<file path="config.mk">
export PLATFORM = sky130hd
export DESIGN_NAME = interval_alarm_timer
export DESIGN_NICKNAME = d
export VERILOG_FILES = /design/src/rtl/timer_pkg.sv /design/src/rtl/tick_select.sv /design/src/rtl/interval_counter.sv /design/src/rtl/alarm_latch.sv /design/src/rtl/interval_alarm_timer.sv
export SDC_FILE = /design/constraint.sdc
export NUM_CORES = 1
export LEC_CHECK = 0
export CAP_MARGIN = 20
export CELL_PAD_IN_SITES_DETAIL_PLACEMENT = 0
export CELL_PAD_IN_SITES_GLOBAL_PLACEMENT = 1
export CORE_MARGIN = 2
export CORE_UTILIZATION = 29
export CTS_BUF_LIST = sky130_fd_sc_hd__clkbuf_16
export CTS_CLUSTER_DIAMETER = 50
export CTS_CLUSTER_SIZE = 8
export DETAILED_ROUTE_END_ITERATION = 8
export PLACE_DENSITY_LB_ADDON = 0.08
export SLEW_MARGIN = 10
export SYNTH_ARGS = -nofsm -noshare
export SYNTH_HDL_FRONTEND = slang
export SYNTH_HIERARCHICAL = 1
export SYNTH_SLANG_ARGS = --single-unit
</file>
<file path="constraint.sdc">
create_clock -name clk_i -period 1.9 [get_ports clk_i]
set_input_delay 0.38 -clock clk_i [delete_from_list [all_inputs] [get_ports clk_i]]
set_output_delay 0.38 -clock clk_i [all_outputs]
set_load 0.05 [all_outputs]
</file>
<file path="src/rtl/timer_pkg.sv">
package timer_pkg;
  localparam int unsigned CNT_W_DEF = 8;
  localparam int unsigned N_SRC_DEF = 4;

  typedef enum logic {
    MODE_RESTART = 1'b0,
    MODE_HOLD    = 1'b1
  } after_match_e;
endpackage

</file>
<file path="src/rtl/tick_select.sv">
module tick_select #(
  parameter int unsigned N_SRC = 4,
  localparam int unsigned SEL_W = (N_SRC > 1) ? $clog2(N_SRC) : 1
) (
  input  logic [N_SRC-1:0] tick_i,
  input  logic [SEL_W-1:0] sel_i,
  output logic             tick_o
);
  logic [N_SRC-1:0] hit;

  for (genvar g = 0; g < N_SRC; g++) begin : g_src
    assign hit[g] = tick_i[g] && (sel_i == SEL_W'(g));
  end

  assign tick_o = |hit;

  always_comb begin
    assert ($onehot0(hit)); // at most one source contributes
  end
endmodule

</file>
<file path="src/rtl/interval_counter.sv">
module interval_counter
  import timer_pkg::*;
#(
  parameter int unsigned CNT_W = 8
) (
  input  logic             clk_i,
  input  logic             rst_ni,
  input  logic             en_i,
  input  logic             tick_i,
  input  logic [CNT_W-1:0] interval_i,
  input  after_match_e     mode_i,
  output logic [CNT_W-1:0] cnt_o,
  output logic             match_o
);
  logic [CNT_W-1:0] cnt_q;
  logic             held_q;

  assign match_o = en_i && !held_q && tick_i && (cnt_q == interval_i);

  always_ff @(posedge clk_i or negedge rst_ni) begin
    if (!rst_ni) begin
      cnt_q  <= '0;
      held_q <= 1'b0;
    end else if (!en_i) begin
      cnt_q  <= '0;
      held_q <= 1'b0;
    end else if (held_q) begin
      cnt_q <= '0;
    end else if (tick_i) begin
      if (cnt_q == interval_i) begin
        cnt_q  <= '0;
        held_q <= (mode_i == MODE_HOLD);
      end else begin
        cnt_q <= cnt_q + 1'b1;
      end
    end
  end

  assign cnt_o = cnt_q;

  assert_disabled_clear_R1: assert property (@(posedge clk_i) disable iff (!rst_ni)
    !en_i |=> (cnt_q == '0));

  assert_count_step_R3: assert property (@(posedge clk_i) disable iff (!rst_ni)
    (en_i && !held_q && tick_i && (cnt_q != interval_i)) |=> (cnt_q == CNT_W'($past(cnt_q) + 1'b1)));

  assert_match_zero_R5: assert property (@(posedge clk_i) disable iff (!rst_ni)
    match_o |=> (cnt_q == '0));

  assert_hold_sticks_R6: assert property (@(posedge clk_i) disable iff (!rst_ni)
    (en_i && held_q) |=> (held_q && cnt_q == '0 && !match_o));

  assert_release_R7: assert property (@(posedge clk_i) disable iff (!rst_ni)
    !en_i |=> !held_q);
endmodule

</file>
<file path="src/rtl/alarm_latch.sv">
module alarm_latch (
  input  logic clk_i,
  input  logic rst_ni,
  input  logic match_i,
  input  logic clr_i,
  output logic evt_o,
  output logic flag_o
);
  logic evt_q, flag_q;

  always_ff @(posedge clk_i or negedge rst_ni) begin
    if (!rst_ni) begin
      evt_q  <= 1'b0;
      flag_q <= 1'b0;
    end else begin
      evt_q  <= match_i;
      flag_q <= match_i || (flag_q && !clr_i); // set wins over clear
    end
  end

  assign evt_o  = evt_q;
  assign flag_o = flag_q;

  assert_alarm_out_R4: assert property (@(posedge clk_i) disable iff (!rst_ni)
    match_i |=> (evt_q && flag_q));

  assert_evt_single_R4: assert property (@(posedge clk_i) disable iff (!rst_ni)
    !match_i |=> !evt_q);

  assert_flag_sticky_R8: assert property (@(posedge clk_i) disable iff (!rst_ni)
    (flag_q && !clr_i) |=> flag_q);

  assert_flag_clear_R8: assert property (@(posedge clk_i) disable iff (!rst_ni)
    (clr_i && !match_i) |=> !flag_q);
endmodule

</file>
<file path="src/rtl/interval_alarm_timer.sv">
module interval_alarm_timer
  import timer_pkg::*;
#(
  parameter int unsigned CNT_W = CNT_W_DEF,
  parameter int unsigned N_SRC = N_SRC_DEF,
  localparam int unsigned SEL_W = (N_SRC > 1) ? $clog2(N_SRC) : 1
) (
  input  logic             clk_i,
  input  logic             rst_ni,
  input  logic             en_i,
  input  logic [SEL_W-1:0] src_sel_i,
  input  logic             single_shot_i,
  input  logic [CNT_W-1:0] interval_i,
  input  logic [N_SRC-1:0] tick_i,
  input  logic             alarm_clr_i,
  output logic [CNT_W-1:0] count_o,
  output logic             alarm_evt_o,
  output logic             alarm_flag_o
);
  logic         sel_tick;
  logic         match;
  after_match_e mode;

  assign mode = single_shot_i ? MODE_HOLD : MODE_RESTART;

  tick_select #(.N_SRC(N_SRC)) u_sel (
    .tick_i (tick_i),
    .sel_i  (src_sel_i),
    .tick_o (sel_tick)
  );

  interval_counter #(.CNT_W(CNT_W)) u_cnt (
    .clk_i      (clk_i),
    .rst_ni     (rst_ni),
    .en_i       (en_i),
    .tick_i     (sel_tick),
    .interval_i (interval_i),
    .mode_i     (mode),
    .cnt_o      (count_o),
    .match_o    (match)
  );

  alarm_latch u_alarm (
    .clk_i   (clk_i),
    .rst_ni  (rst_ni),
    .match_i (match),
    .clr_i   (alarm_clr_i),
    .evt_o   (alarm_evt_o),
    .flag_o  (alarm_flag_o)
  );

  assert_no_alarm_disabled_R1: assert property (@(posedge clk_i) disable iff (!rst_ni)
    !en_i |=> !alarm_evt_o);
endmodule

</file>
Word-level counts from Yosys, hierarchy flattened

Index checks and enable logic that the tools add are counted.

Add/sub/neg operators: 1
Multiply operators: 0
Div/mod/pow operators: 0
$lt $le $gt $ge: 0
Equal/unequal tests: 5
Shift operators: 0
Multiplexer cells: 9
Bitwise logic cells: 0
Reduce and logical (&&, ||, !) cells: 13

Operators by type and width:

| cell                  | number |
|---|---|
| $mux W8               | 4 |
| $add A8 B1 Y8 const B | 1 |
| $eq A8 B8 Y1          | 1 |
| $logic_and A1 B1 Y1   | 8 |
| $mux W1               | 5 |
| $eq A2 B2 Y1 const B  | 2 |
| $reduce_or A4 Y1      | 1 |
| $ne A3 B1 Y1 const B  | 1 |
| $eq A2 B1 Y1 const B  | 1 |
| $logic_not A1 Y1      | 2 |
| $logic_not A2 Y1      | 1 |
| $logic_or A1 B1 Y1    | 1 |

Register bits: 11
Latch bits: 0
RAM bits: 0
Bits in read-only memories: 0
Input port bits: 19
Output and inout bits: 10
Word-level logic and storage cells: 32
Memories kept: 0

Depth between registers and ports, before layout

Word-level depth: 6
Gate-level depth with buffers: 6
Mapped depth without buffers: 6

Cells and area by module

The synthesis kept the hierarchy.

By module, submodules not included:

| module           | instances | cells an instance | area each (um^2) | sequential area each (um^2) |
|---|---|---|---|---|
| interval_counter | 1         | 60                | 561.8            | 225.2 |
| alarm_latch      | 1         | 4                 | 61.3             | 50.0 |
| tick_select      | 1         | 1                 | 22.5             | 0.0 |

Least setup slack after synthesis

OpenSTA, ideal clock, no wires.

Path type: register -> register
Start: reg u_cnt.cnt_q[2] (netlist: u_cnt/cnt_o[2])
End: reg u_cnt.cnt_q[6] (netlist: u_cnt/cnt_o[6])
Library setup time: 0.124 ns
Data arrival time: 1.675 ns
Required time: 1.776 ns
Setup slack: 0.101 ns
Cell stages (with the launch flop): 7
Buffers on the path: 1
Period minus slack after synthesis: 1.799 ns
Path through: dfrtp_1 > xnor2_1 > nand4_1 > o2111ai_2 > buf_6 > nor2_1 > a211o_1

Word-level cells in the longest chain between the ends: 5
Elaborated cells on any way between the ends: 6
Classes of those cells: add/sub (1); eq/ne (1); mux (4)

RTL lines:

| what                                          | RTL line                                       | source |
|---|---|---|
| start: declaration                            | interval_counter.sv:15                         | `logic [CNT_W-1:0] cnt_q;` |
| start signal: assignment                      | interval_counter.sv:34                         | `cnt_q <= cnt_q + 1'b1;` |
| $add A8 B1 Y8 or $eq A8 B8 Y1 (tied branches) | interval_counter.sv:34, interval_counter.sv:30 |  |
| $mux W8 *                                     | interval_counter.sv:30                         | `if (cnt_q == interval_i) begin` |
| $mux W8 *                                     | interval_counter.sv:29                         | `end else if (tick_i) begin` |
| $mux W8 *                                     | interval_counter.sv:27                         | `end else if (held_q) begin` |
| $mux W8 *                                     | interval_counter.sv:24                         | `end else if (!en_i) begin` |

Every way passes the cells marked *; elsewhere a longest branch is shown, timed or not. The select of a mux whose other input is x is not followed.
A chain may end at the register's enable or synchronous reset.

Worst setup path in the final report

Start: in src_sel_i[1]
End: reg u_cnt.cnt_q[6] (netlist: u_cnt/cnt_o[6])

Word-level cells in the longest chain between the ends: 4
Elaborated cells on any way between the ends: 10
Classes of those cells: eq/ne (4); reduce/logical (6)

RTL lines:

| what                                 | RTL line                   | source |
|---|---|---|
| start: declaration                   | interval_alarm_timer.sv:11 | `input logic [SEL_W-1:0] src_sel_i,` |
| $eq A2 B1 Y1 (tied with other cells) | tick_select.sv:12          | `assign hit[g] = tick_i[g] && (sel_i == SEL_W'(g));` |
| $logic_and A1 B1 Y1                  | tick_select.sv:12          |  |
| $reduce_or A4 Y1 *                   | tick_select.sv:15          | `assign tick_o = \|hit;` |
| via sel_tick                         | interval_alarm_timer.sv:20 | `logic sel_tick;` |
| $ne A3 B1 Y1 (no line) *             | --                         |  |

Mark *: on every way through the listed nets, which the timed path passes. The rest lies on a longest branch.

==> results.py <==
metrics = {
    "outcome": {
        "outcome": "completed",
    },
    "cts": {
        "numCtsBuffers": 3,
        "cts_tree": "yes",
        "cts_buffer_depth": 2,
        "clk_pin_slew_ns": 0.04,
        "clock_sinks": 11,
        "clockRootBuffer": "clkbuf_16",
        "postCtsSetupBuffers": 0,
        "cts_max_level": 1,
        "clk_latency_ns": 0.24,
    },
    "synthesis": {
        "syn-num-nets": 85,
        "yosys_warnings": 6,
        "ys_async_sr_fraction_pct": 100,
        "yosys_register_bits": 11,
        "postSynthCellCount": 65,
        "synth.area.top_cells": "dfrtp_1 (43%), xnor2_1 (11%), nand2_1 (4.1%)",
        "synth_cell_types": 25,
        "synth_flop_cell": "dfrtp_1",
        "synth-edff-count": 0,
        "ys_seq_area_share_pct": 42.6,
        "yosysTopAreaCell": "dfrtp_1",
        "syn_area_sq_um": 646,
        "synth_top_area_share_pct": 42.6,
        "synthTopCellsByCount": "dfrtp_1 (11), xnor2_1 (8), nand2_1 (7)",
        "synth_area_per_cell_sq_um": 9.93,
        "yosysMostFrequentCell": "dfrtp_1",
    },
    "placed_design": {
        "place_congestion": 0.722,
        "dpl.hpwl_mm": 1.28,
        "numPortBuffers": 28,
        "dp.cells": 125,
        "placed_area_sq_um": 967,
    },
    "worst_setup_path": {
        "cp.arrival_ns": 1.93,
        "cp.required_ns": 2.02,
        "startpoint_type": "primary input",
        "cp-end-kind": "flop",
        "reg2reg_depth": 6,
        "worstPathMaxFanout": 10,
        "critPathKind": "primary input to flop",
    },
    "layout": {
        "drive_above_1_share_pct": 20.8,
        "nets": 122,
        "antenna_cells": 0,
        "utilization_pct": 49.0,
        "fin_cells": 129,
        "area_growth_pct": 63.0,
        "final_area_sq_um": 1050,
    },
    "routing": {
        "wl_per_cell_um": 12.6,
        "wl_mm": 1.63,
        "detail_route.first_pass.iterations": 4,
        "ant_nets": 0,
        "drc": 0,
        "viasPerCell": 4.75,
        "vias": 613,
        "initialDrtViolationCount": 10,
    },
    "timing": {
        "worstMarginPinSlew_ns": 0.539,
        "finClkSkew_ns": 0.00143,
        "finalSetupViolCount": 0,
        "slew_headroom_pct": 63.9,
        "grt_setup_unrepaired": "no",
        "fin_crit_sh_pct": 95.4,
        "hold_violations": 0,
        "fin_crit_ns": 1.81,
        "max_freq_mhz": 552,
        "finalMaxSlewViolations": 0,
    },
    "power_and_ir_drop": {
        "seqPwrFrac_pct": 32.7,
        "total_leakage_power_nw": 0.471,
        "powerDensity_nw_per_um2": 727,
        "finalPower_uw": 765,
        "clkPwrFrac_pct": 49.6,
        "ir_drop_v": 0.000573,
        "p_switching_uw": 176,
        "p_int_uw": 590,
        "swShare_pct": 22.9,
        "power_frac_comb_pct": 17.7,
    },
    "global_routing": {
        "grt_max_degree": 12,
        "antenna_found_initial": 0,
        "grt_overflow": 0,
        "grt_pass1_wl_mm": 2.83,
        "gr-usage-all-layers_pct": 15.1,
        "grt_pass1_vias": 619,
    },
    "floorplan": {
        "die_width_um": 51.2,
        "die_h_um": 51.2,
        "dieArea_sq_um": 2620,
        "initial_core_util_pct": 30.1,
        "coreArea_sq_um": 2150,
        "pin_count": 29,
        "fp-row-count": 17,
    },
    "run": {
        "drv_cap": 0,
    },
    "worst_hold_path": {
        "min_path_type": "flop to flop",
        "hold_path_depth": 1,
    },
}
-- power by group through the flow --
stage / Clock, mW / Sequential, mW / Combinational [mW]
after global routing: 0.400 / 0.251 / 0.150
after global placement: 0 / 0.253 / 0.134
after CTS: 0.390 / 0.250 / 0.135
after floorplan: 0 / 0.270 / 0.0445
final: 0.380 / 0.250 / 0.135
after detailed placement: 0 / 0.253 / 0.135
-- layer usage --
metal | GRT usage, % | up-vias | part of all wire (%)
met5 | 0 | - | 0
met3 | 2.92 | 4 | 4.5
met4 | 8.11 | 0 | 1.7
met2 | 21.9 | 14 | 47
li1 | - | 308 | -
met1 | 21.0 | 287 | 47
-- worst max-delay path, cell delays in order --
cell and delay, ns:
clkdlybuf4s50_1 0.48, mux4_2 0.52, o2111ai_2 0.09, buf_6 0.16
nor2_1 0.05, a211o_1 0.26
-- kinds of logic after synthesis --
| group | share of synthesized area, % |
|---|---|
| AOI/OAI and AO/OA | 15.7 |
| xor gates and xnor gates | 13.6 |
| adders and majority gates | 1.94 |
| buffers and inverters | 2.91 |
| DFF | 42.6 |
| muxes | 3.49 |
| and+or+nand+nor | 19.8 |
-- registers in the layout, indices dropped and copies added, names as in the netlist --
register / count
u_cnt/held_q: 1
u_alarm/evt_o: 1
u_alarm/flag_o: 1
u_cnt/cnt_o: 8
-- final timing paths --
kind / slack (ns) / start / end
worst max-delay path: 0.09 / src_sel_i[1] / u_cnt/cnt_o[6]$_DFFE_PN0P_
worst min-delay path: 0.47 / u_alarm/flag_o$_DFF_PN0_ / u_alarm/flag_o$_DFF_PN0_
worst max register to register: 0.30 / u_cnt/cnt_o[7]$_DFFE_PN0P_ / u_cnt/cnt_o[6]$_DFFE_PN0P_
worst min register to register: 0.47 / u_alarm/flag_o$_DFF_PN0_ / u_alarm/flag_o$_DFF_PN0_
max in group asynchronous: 1.04 / rst_ni / u_cnt/cnt_o[1]$_DFFE_PN0P_
min in group asynchronous: 0.50 / rst_ni / u_cnt/cnt_o[2]$_DFFE_PN0P_
-- repair_timing --
item,in CTS,in global routing
hold buffers,0,0
setup endpoints to repair,0,5
gates resized for setup,0,2
-- final cells by class --
cell class                      instances  area, sq um
Timing Repair Buffer                   33          302
Sequential cell                        11          275
Multi-Input combinational cell         51          354
Tap cell                               28         35.0
Clock inverter                          1         3.75
Inverter                                2         7.51
Fill cell                             220         1100
Clock buffer                            3         75.1
-- layout by cell type, fill, tap and decap left out, drive strengths merged, types with 2 or more instances in the layout --
cell type,instances
inv,3
nor3,2
nand3,5
dfrtp,11
xnor2,8
buf,13
o21ai,3
xor2,2
nand4,2
clkbuf,3
and3,2
o22ai,2
a211o,2
clkdlybuf4s50,20
nand2,7
nor3b,2
a21o,2
nor2,5
-- through the flow --
stage | hold slack, ns | worst slack, ns | setup TNS, ns
2_1_floorplan | 0.0844 | 0.101 | 0
6_report | 0.470 | 0.0881 | 0
5_1_grt | 0.492 | 0.00303 | 0
4_1_cts | 0.474 | 0.0584 | 0
3_5_place_dp | 0.465 | -0.192 | -1.14
3_3_place_gp | 0.464 | -0.171 | -1.08
(Power assumes the default switching activity.)
